**config.mk**
```make
export PLATFORM = sky130hd
export DESIGN_NAME = osc_fault_mon
export DESIGN_NICKNAME = d
export VERILOG_FILES = /design/src/rtl/osc_fault_pkg.sv /design/src/rtl/osc_edge_sync.sv /design/src/rtl/osc_qual.sv /design/src/rtl/osc_sticky_flag.sv /design/src/rtl/osc_fault_mon.sv
export SDC_FILE = /design/constraint.sdc
export NUM_CORES = 1
export LEC_CHECK = 0
export ABC_AREA = 1
export CORE_ASPECT_RATIO = 0.5
export CORE_UTILIZATION = 40
export DETAILED_ROUTE_END_ITERATION = 6
export SLEW_MARGIN = 20
export SYNTH_ARGS = -nofsm -noshare
export SYNTH_HDL_FRONTEND = slang
export SYNTH_HIERARCHICAL = 1
export SYNTH_SLANG_ARGS = --single-unit
```
**constraint.sdc**
```tcl
create_clock -name clk_ref_i -period 1.3 [get_ports clk_ref_i]
set_input_delay 0.13 -clock clk_ref_i [delete_from_list [all_inputs] [get_ports clk_ref_i]]
set_output_delay 0.13 -clock clk_ref_i [all_outputs]
set_load 0.005 [all_outputs]
```
**src/rtl/osc_fault_pkg.sv**
```systemverilog
package osc_fault_pkg;
  localparam int unsigned NUM_CH = 2;
  localparam int unsigned CH_LF  = 0;
  localparam int unsigned CH_HF  = 1;
endpackage

```
**src/rtl/osc_edge_sync.sv**
```systemverilog
module osc_edge_sync (
  input  logic clk_i,
  input  logic rst_ni,
  input  logic osc_i,
  output logic rise_o
);
  logic [2:0] sync_q;

  always_ff @(posedge clk_i or negedge rst_ni) begin
    if (!rst_ni) sync_q <= '0;
    else         sync_q <= {sync_q[1:0], osc_i};
  end

  assign rise_o = sync_q[1] & ~sync_q[2];
endmodule

```
**src/rtl/osc_qual.sv**
```systemverilog
module osc_qual #(
  parameter int unsigned MIN_GAP     = 100,
  parameter int unsigned MAX_GAP     = 400,
  parameter int unsigned TIMEOUT     = 1000,
  parameter int unsigned STARTUP_CNT = 1024
) (
  input  logic clk_i,
  input  logic rst_ni,
  input  logic rise_i,
  input  logic active_i,
  input  logic stcnt_en_i,
  output logic fault_o
);
  localparam int unsigned GAP_W = $clog2(TIMEOUT + 1);
  localparam int unsigned ST_W  = $clog2(STARTUP_CNT + 1);
  localparam logic [GAP_W-1:0] GAP_MAX_V = GAP_W'(TIMEOUT);
  localparam logic [ST_W-1:0]  ST_LAST   = ST_W'(STARTUP_CNT - 1);

  logic [GAP_W-1:0] gap_q;
  logic [ST_W-1:0]  st_q;
  logic             fault_q;
  logic             stopped, in_win, bad_evt;

  assign stopped = (gap_q == GAP_MAX_V);
  assign in_win  = rise_i && (gap_q >= GAP_W'(MIN_GAP)) && (gap_q <= GAP_W'(MAX_GAP));
  assign bad_evt = stopped || (rise_i && !in_win);

  always_ff @(posedge clk_i or negedge rst_ni) begin
    if (!rst_ni)      gap_q <= '0;
    else if (rise_i)  gap_q <= '0;
    else if (!stopped) gap_q <= gap_q + 1'b1;
  end

  // held faulty while inactive: reactivation forces requalification
  always_ff @(posedge clk_i or negedge rst_ni) begin
    if (!rst_ni) begin
      fault_q <= 1'b1;
      st_q    <= '0;
    end else if (!active_i || bad_evt) begin
      fault_q <= 1'b1;
      st_q    <= '0;
    end else if (fault_q && in_win) begin
      if (!stcnt_en_i || st_q == ST_LAST) begin
        fault_q <= 1'b0;
        st_q    <= '0;
      end else begin
        st_q <= st_q + 1'b1;
      end
    end
  end

  assign fault_o = fault_q & active_i;
endmodule

```
**src/rtl/osc_sticky_flag.sv**
```systemverilog
module osc_sticky_flag #(
  parameter bit RST_VAL = 1'b0
) (
  input  logic clk_i,
  input  logic rst_ni,
  input  logic set_i,
  input  logic clr_i,
  output logic flag_o
);
  always_ff @(posedge clk_i or negedge rst_ni) begin
    if (!rst_ni)     flag_o <= RST_VAL;
    else if (set_i)  flag_o <= 1'b1;
    else if (clr_i)  flag_o <= 1'b0;
  end
endmodule

```
**src/rtl/osc_fault_mon.sv**
```systemverilog
module osc_fault_mon
  import osc_fault_pkg::*;
#(
  parameter int unsigned LF_MIN_GAP  = 100,
  parameter int unsigned LF_MAX_GAP  = 400,
  parameter int unsigned LF_TIMEOUT  = 1000,
  parameter int unsigned HF_MIN_GAP  = 1,
  parameter int unsigned HF_MAX_GAP  = 6,
  parameter int unsigned HF_TIMEOUT  = 16,
  parameter int unsigned STARTUP_CNT = 1024
) (
  input  logic clk_ref_i,
  input  logic rst_ni,
  input  logic lf_clk_i,
  input  logic hf_clk_i,
  input  logic lf_on_i,
  input  logic hf_on_i,
  input  logic lf_det_en_i,
  input  logic hf_det_en_i,
  input  logic lf_stcnt_en_i,
  input  logic hf_stcnt_en_i,
  input  logic deep_lpm_i,
  input  logic lf_flag_clr_i,
  input  logic hf_flag_clr_i,
  input  logic comb_flag_clr_i,
  input  logic irq_en_i,
  output logic lf_flag_o,
  output logic hf_flag_o,
  output logic comb_flag_o,
  output logic irq_o
);
  logic [NUM_CH-1:0] osc_clk, active, stcnt_en, clr, rise, fault, flag;

  assign osc_clk  = {hf_clk_i, lf_clk_i};
  assign active   = {hf_on_i & hf_det_en_i & ~deep_lpm_i, lf_on_i & lf_det_en_i};
  assign stcnt_en = {hf_stcnt_en_i, lf_stcnt_en_i};
  assign clr      = {hf_flag_clr_i, lf_flag_clr_i};

  for (genvar i = 0; i < NUM_CH; i++) begin : g_ch
    localparam bit IS_LF = (i == CH_LF);

    osc_edge_sync u_sync (
      .clk_i  (clk_ref_i),
      .rst_ni (rst_ni),
      .osc_i  (osc_clk[i]),
      .rise_o (rise[i])
    );

    osc_qual #(
      .MIN_GAP     (IS_LF ? LF_MIN_GAP : HF_MIN_GAP),
      .MAX_GAP     (IS_LF ? LF_MAX_GAP : HF_MAX_GAP),
      .TIMEOUT     (IS_LF ? LF_TIMEOUT : HF_TIMEOUT),
      .STARTUP_CNT (STARTUP_CNT)
    ) u_qual (
      .clk_i      (clk_ref_i),
      .rst_ni     (rst_ni),
      .rise_i     (rise[i]),
      .active_i   (active[i]),
      .stcnt_en_i (stcnt_en[i]),
      .fault_o    (fault[i])
    );

    osc_sticky_flag #(.RST_VAL(1'b0)) u_flag (
      .clk_i  (clk_ref_i),
      .rst_ni (rst_ni),
      .set_i  (fault[i]),
      .clr_i  (clr[i]),
      .flag_o (flag[i])
    );
  end

  osc_sticky_flag #(.RST_VAL(1'b1)) u_comb (
    .clk_i  (clk_ref_i),
    .rst_ni (rst_ni),
    .set_i  (|fault),
    .clr_i  (comb_flag_clr_i),
    .flag_o (comb_flag_o)
  );

  assign lf_flag_o = flag[CH_LF];
  assign hf_flag_o = flag[CH_HF];
  assign irq_o     = comb_flag_o & irq_en_i;
endmodule

```
==> out/metrics.csv <==
stage,metric,value,unit
global_route,largest net degree at the start of global routing,49,
critical_path,critical path class,reg -> reg,
detailed_routing,"antenna viol nets, final",0,
timing,Hold WS,0.284,ns
timing,Fin. Hold Viols,0,
critical_path,Crit Path Max Fanout,5,
placed_design,final RePlAce weighted congestion,0.780,
clocking,"Reg clk slew, reported paths",0.06,ns
floorplan,initial core utilization,42.0,%
critical_path,R2R cell count,10,
outcome,failing checks,negative setup slack,
floorplan,die area,7520,µm²
flow_run,number of max-cap violations,0,
detailed_routing,vias,2792,
detailed_routing,DR DRC count,0,
detailed_routing,post-DR vias/cell,4.81,
finish,Inserted Diodes,0,
critical_path,crit start category,flip-flop,
detailed_routing,drt first pass iters,4,
critical_path,"Arr. time, crit path",1.79,ns
synth,Post-Syn Area,2860,µm²
placed_design,dpl hpwl,4.62,mm
clocking,root buffer cell,clkbuf_16,
pwr,Static Leak,2.11,nW
global_route,first-pass GRT wire length,12.2,mm
clocking,Num CTS Buffers,5,
timing,final worst slack,-0.255,ns
critical_path,"CP delay by family, top",simple AND/OR/NAND/NOR gates,
synth,Yosys reg bits,48,
timing,clk_skew,0.00405,ns
outcome,status,"finished, violations left",
timing,max-slew violations,0,
critical_path,Worst path max stage delay,0.39,ns
synth,library cells used by synthesis,31,
finish,Final Net Count,511,
timing,period utilisation layout,120,%
global_route,GRT overflow,0,
clocking,clock sink count,48,
timing,RSZ-0062 raised after global routing,true,
critical_path,"Req. time, crit path",1.53,ns
synth,synth warn,6,
timing,FMAX,643,MHz
critical_path,Critical Path End Type,flip-flop,
critical_path,CP max-delay cell,dfrtp_1,
clocking,CTS tree,yes,
finish,"Area growth, synth to finish",49.7,%
critical_path,Worst Path Buf+Inv,1,
global_route,antenna violations before repair,0,
timing,min Tclk post-route,1.56,ns
floorplan,Rows,21,
placed_design,Placement Setup Slack,-0.224,ns
global_route,vias in the first global route,2696,
floorplan,CORE AREA,6810,µm²
detailed_routing,Routed WL per cell,12.5,µm
synth,post-synthesis net count,417,
pwr,VDD IR-drop max,0.682,mV
critical_path,"most used cell, CP",nand2_2,
clocking,Max Buffers Root-to-Sink,2,
synth,Synth Instances,394,
hold_path,Hold Crit Class,in -> reg,
clocking,CTS H-tree lvls,2,
timing,worst slew pin tran,0.273,ns
critical_path,CP Depth,10,
detailed_routing,Initial DRC Count,148,
floorplan,die height,61.8,µm
pwr,power per cell area,1100,nW/µm²
clocking,worst skew pair latency,0.29,ns
placed_design,Buffers on Ports,18,
floorplan,Die W,122,µm
finish,final core utilization,62.9,%
global_route,total track usage,21.2,%
detailed_routing,routed wire length,7.29,mm
finish,layout cells sized above 1,35.4,%
timing,"Setup violations, final",30,
timing,Worst slew margin,81.8,%
synth,syn_area_per_cell,7.26,µm²
floorplan,total I/O pin count,19,
critical_path,CP Cell Sequence,inv_2 -> ha_4 -> nand2_2 -> nor2_2 -> nand2_1 -> nand2_2 -> nand3_4 -> nor2_4 -> nand3_2 -> nand2_2,
synth,sequential fraction of the synthesis area,42.1,%
hold_path,hold depth,1,
placed cells by master, fill, tap and decap left out, types with 9 or more instances in the layout:
cell type / instances
clkdlybuf4s50_1: 13
nor2_2: 10
buf_6: 10
nand4_1: 13
nand3_1: 23
nand2_1: 96
dfrtp_1: 44
nor2_4: 9
nand3_2: 17
xor2_1: 10
nand2_2: 11
nor2_1: 37
buf_4: 60
inv_1: 50
final cells by class:
class | count | area (µm²)
clock buffer | 5 | 125
timing repair inverter | 1 | 7.51
clock inverter | 3 | 42.5
inverter | 60 | 240
multi-input combinational | 281 | 1760
tap | 92 | 115
timing repair buffer | 91 | 787
fill | 569 | 2520
sequential | 48 | 1210
stage by stage:
step	area (µm²)	power (W)	setup TNS, ns	std cells
2_1_floorplan	2920	0.00219	-1.41	394
3_3_place_gp	3600	0.00263	-3.49	554
3_5_place_dp	3600	0.00266	-4.55	554
4_1_cts	4010	0.00438	-4.33	571
5_1_grt	4280	0.00496	-7.75	581
6_report	4280	0.00470	-5.25	581
cells in the mapped netlist:
library cell	n	area [µm²]
a211oi_1	2	15.0
a21oi_1	9	45.0
a21oi_2	1	8.76
buf_2	2	10.0
buf_6	4	45.0
clkbuf_1	1	3.75
clkinv_1	1	3.75
dfrtp_1	45	1130
dfstp_2	3	78.8
ha_1	8	100
inv_1	56	210
inv_2	3	11.3
nand2_1	112	420
nand2_2	2	12.5
nand3_1	40	200
nand3_2	2	20.0
nand3b_1	1	7.51
nand3b_2	1	11.3
nand4_1	13	81.3
nor2_1	49	184
nor2_2	5	31.3
nor2_4	1	11.3
nor3_1	9	45.0
nor3b_1	1	7.51
nor4_1	1	6.26
o21ai_0	6	30.0
o21bai_1	1	7.51
o31ai_1	1	7.51
or2_1	1	6.26
xnor2_1	3	26.3
xor2_1	10	87.6
per-layer routing:
metal  vias up  routed length [µm]  global-route usage [%]
li1       1433                   -                       -
met1      1324                3330                    25.0
met2        33                3740                    39.4
met3         2                 198                    5.84
met4         0                  22                    5.82
met5         -                   0                       0
worst paths after layout:
path	from	slack, ns	end
worst max-delay path	g_ch[0].u_qual/gap_q[1]	-0.26	g_ch[0].u_qual/st_q[8]
worst min-delay path	lf_clk_i	0.28	g_ch[0].u_sync/sync_q[0]
worst max register to register	g_ch[0].u_qual/gap_q[1]	-0.26	g_ch[0].u_qual/st_q[8]
worst min register to register	g_ch[1].u_sync/sync_q[0]	0.35	g_ch[1].u_sync/sync_q[1]
max in group asynchronous	rst_ni	0.66	g_ch[0].u_qual/fault_q
min in group asynchronous	rst_ni	0.34	g_ch[1].u_qual/st_q[9]
where the power goes:
part | total (W) | internal, W | switching (W)
Combinational | 0.00148 | 0.000736 | 0.000739
Sequential | 0.00174 | 0.00161 | 0.000124
Clock | 0.00148 | 0.000904 | 0.000579
sequential cells by signal, indices dropped and copies added, names as in the netlist:
signal,cells
g_ch.u_sync/sync_q,6
g_ch.u_qual/st_q,22
g_ch.u_qual/gap_q,15
g_ch.u_qual/fault_q,2
u_comb/flag_o,1
g_ch.u_flag/flag_o,2
timing repair:
action | 4_1_cts | 5_1_grt
gates resized for setup | 50 | 57
setup endpoints to repair | 32 | 39
hold buffers | 1 | 0
hold endpoints to repair | 45 | 0
pin swaps | 18 | 34
setup buffers | 4 | 13
gates cloned | 4 | 0
cells by family (layout without fill, tap and decap cells):
family	after synthesis	count (layout)	synth area share [%]
buf+inv	67	160	9.93
simple gates	238	240	36.5
xor+xnor	13	13	3.98
compound gates	20	20	3.98
flops	48	48	42.1
fa+ha+maj	8	8	3.50
Note: power is estimated with default switching activity, not from simulation.
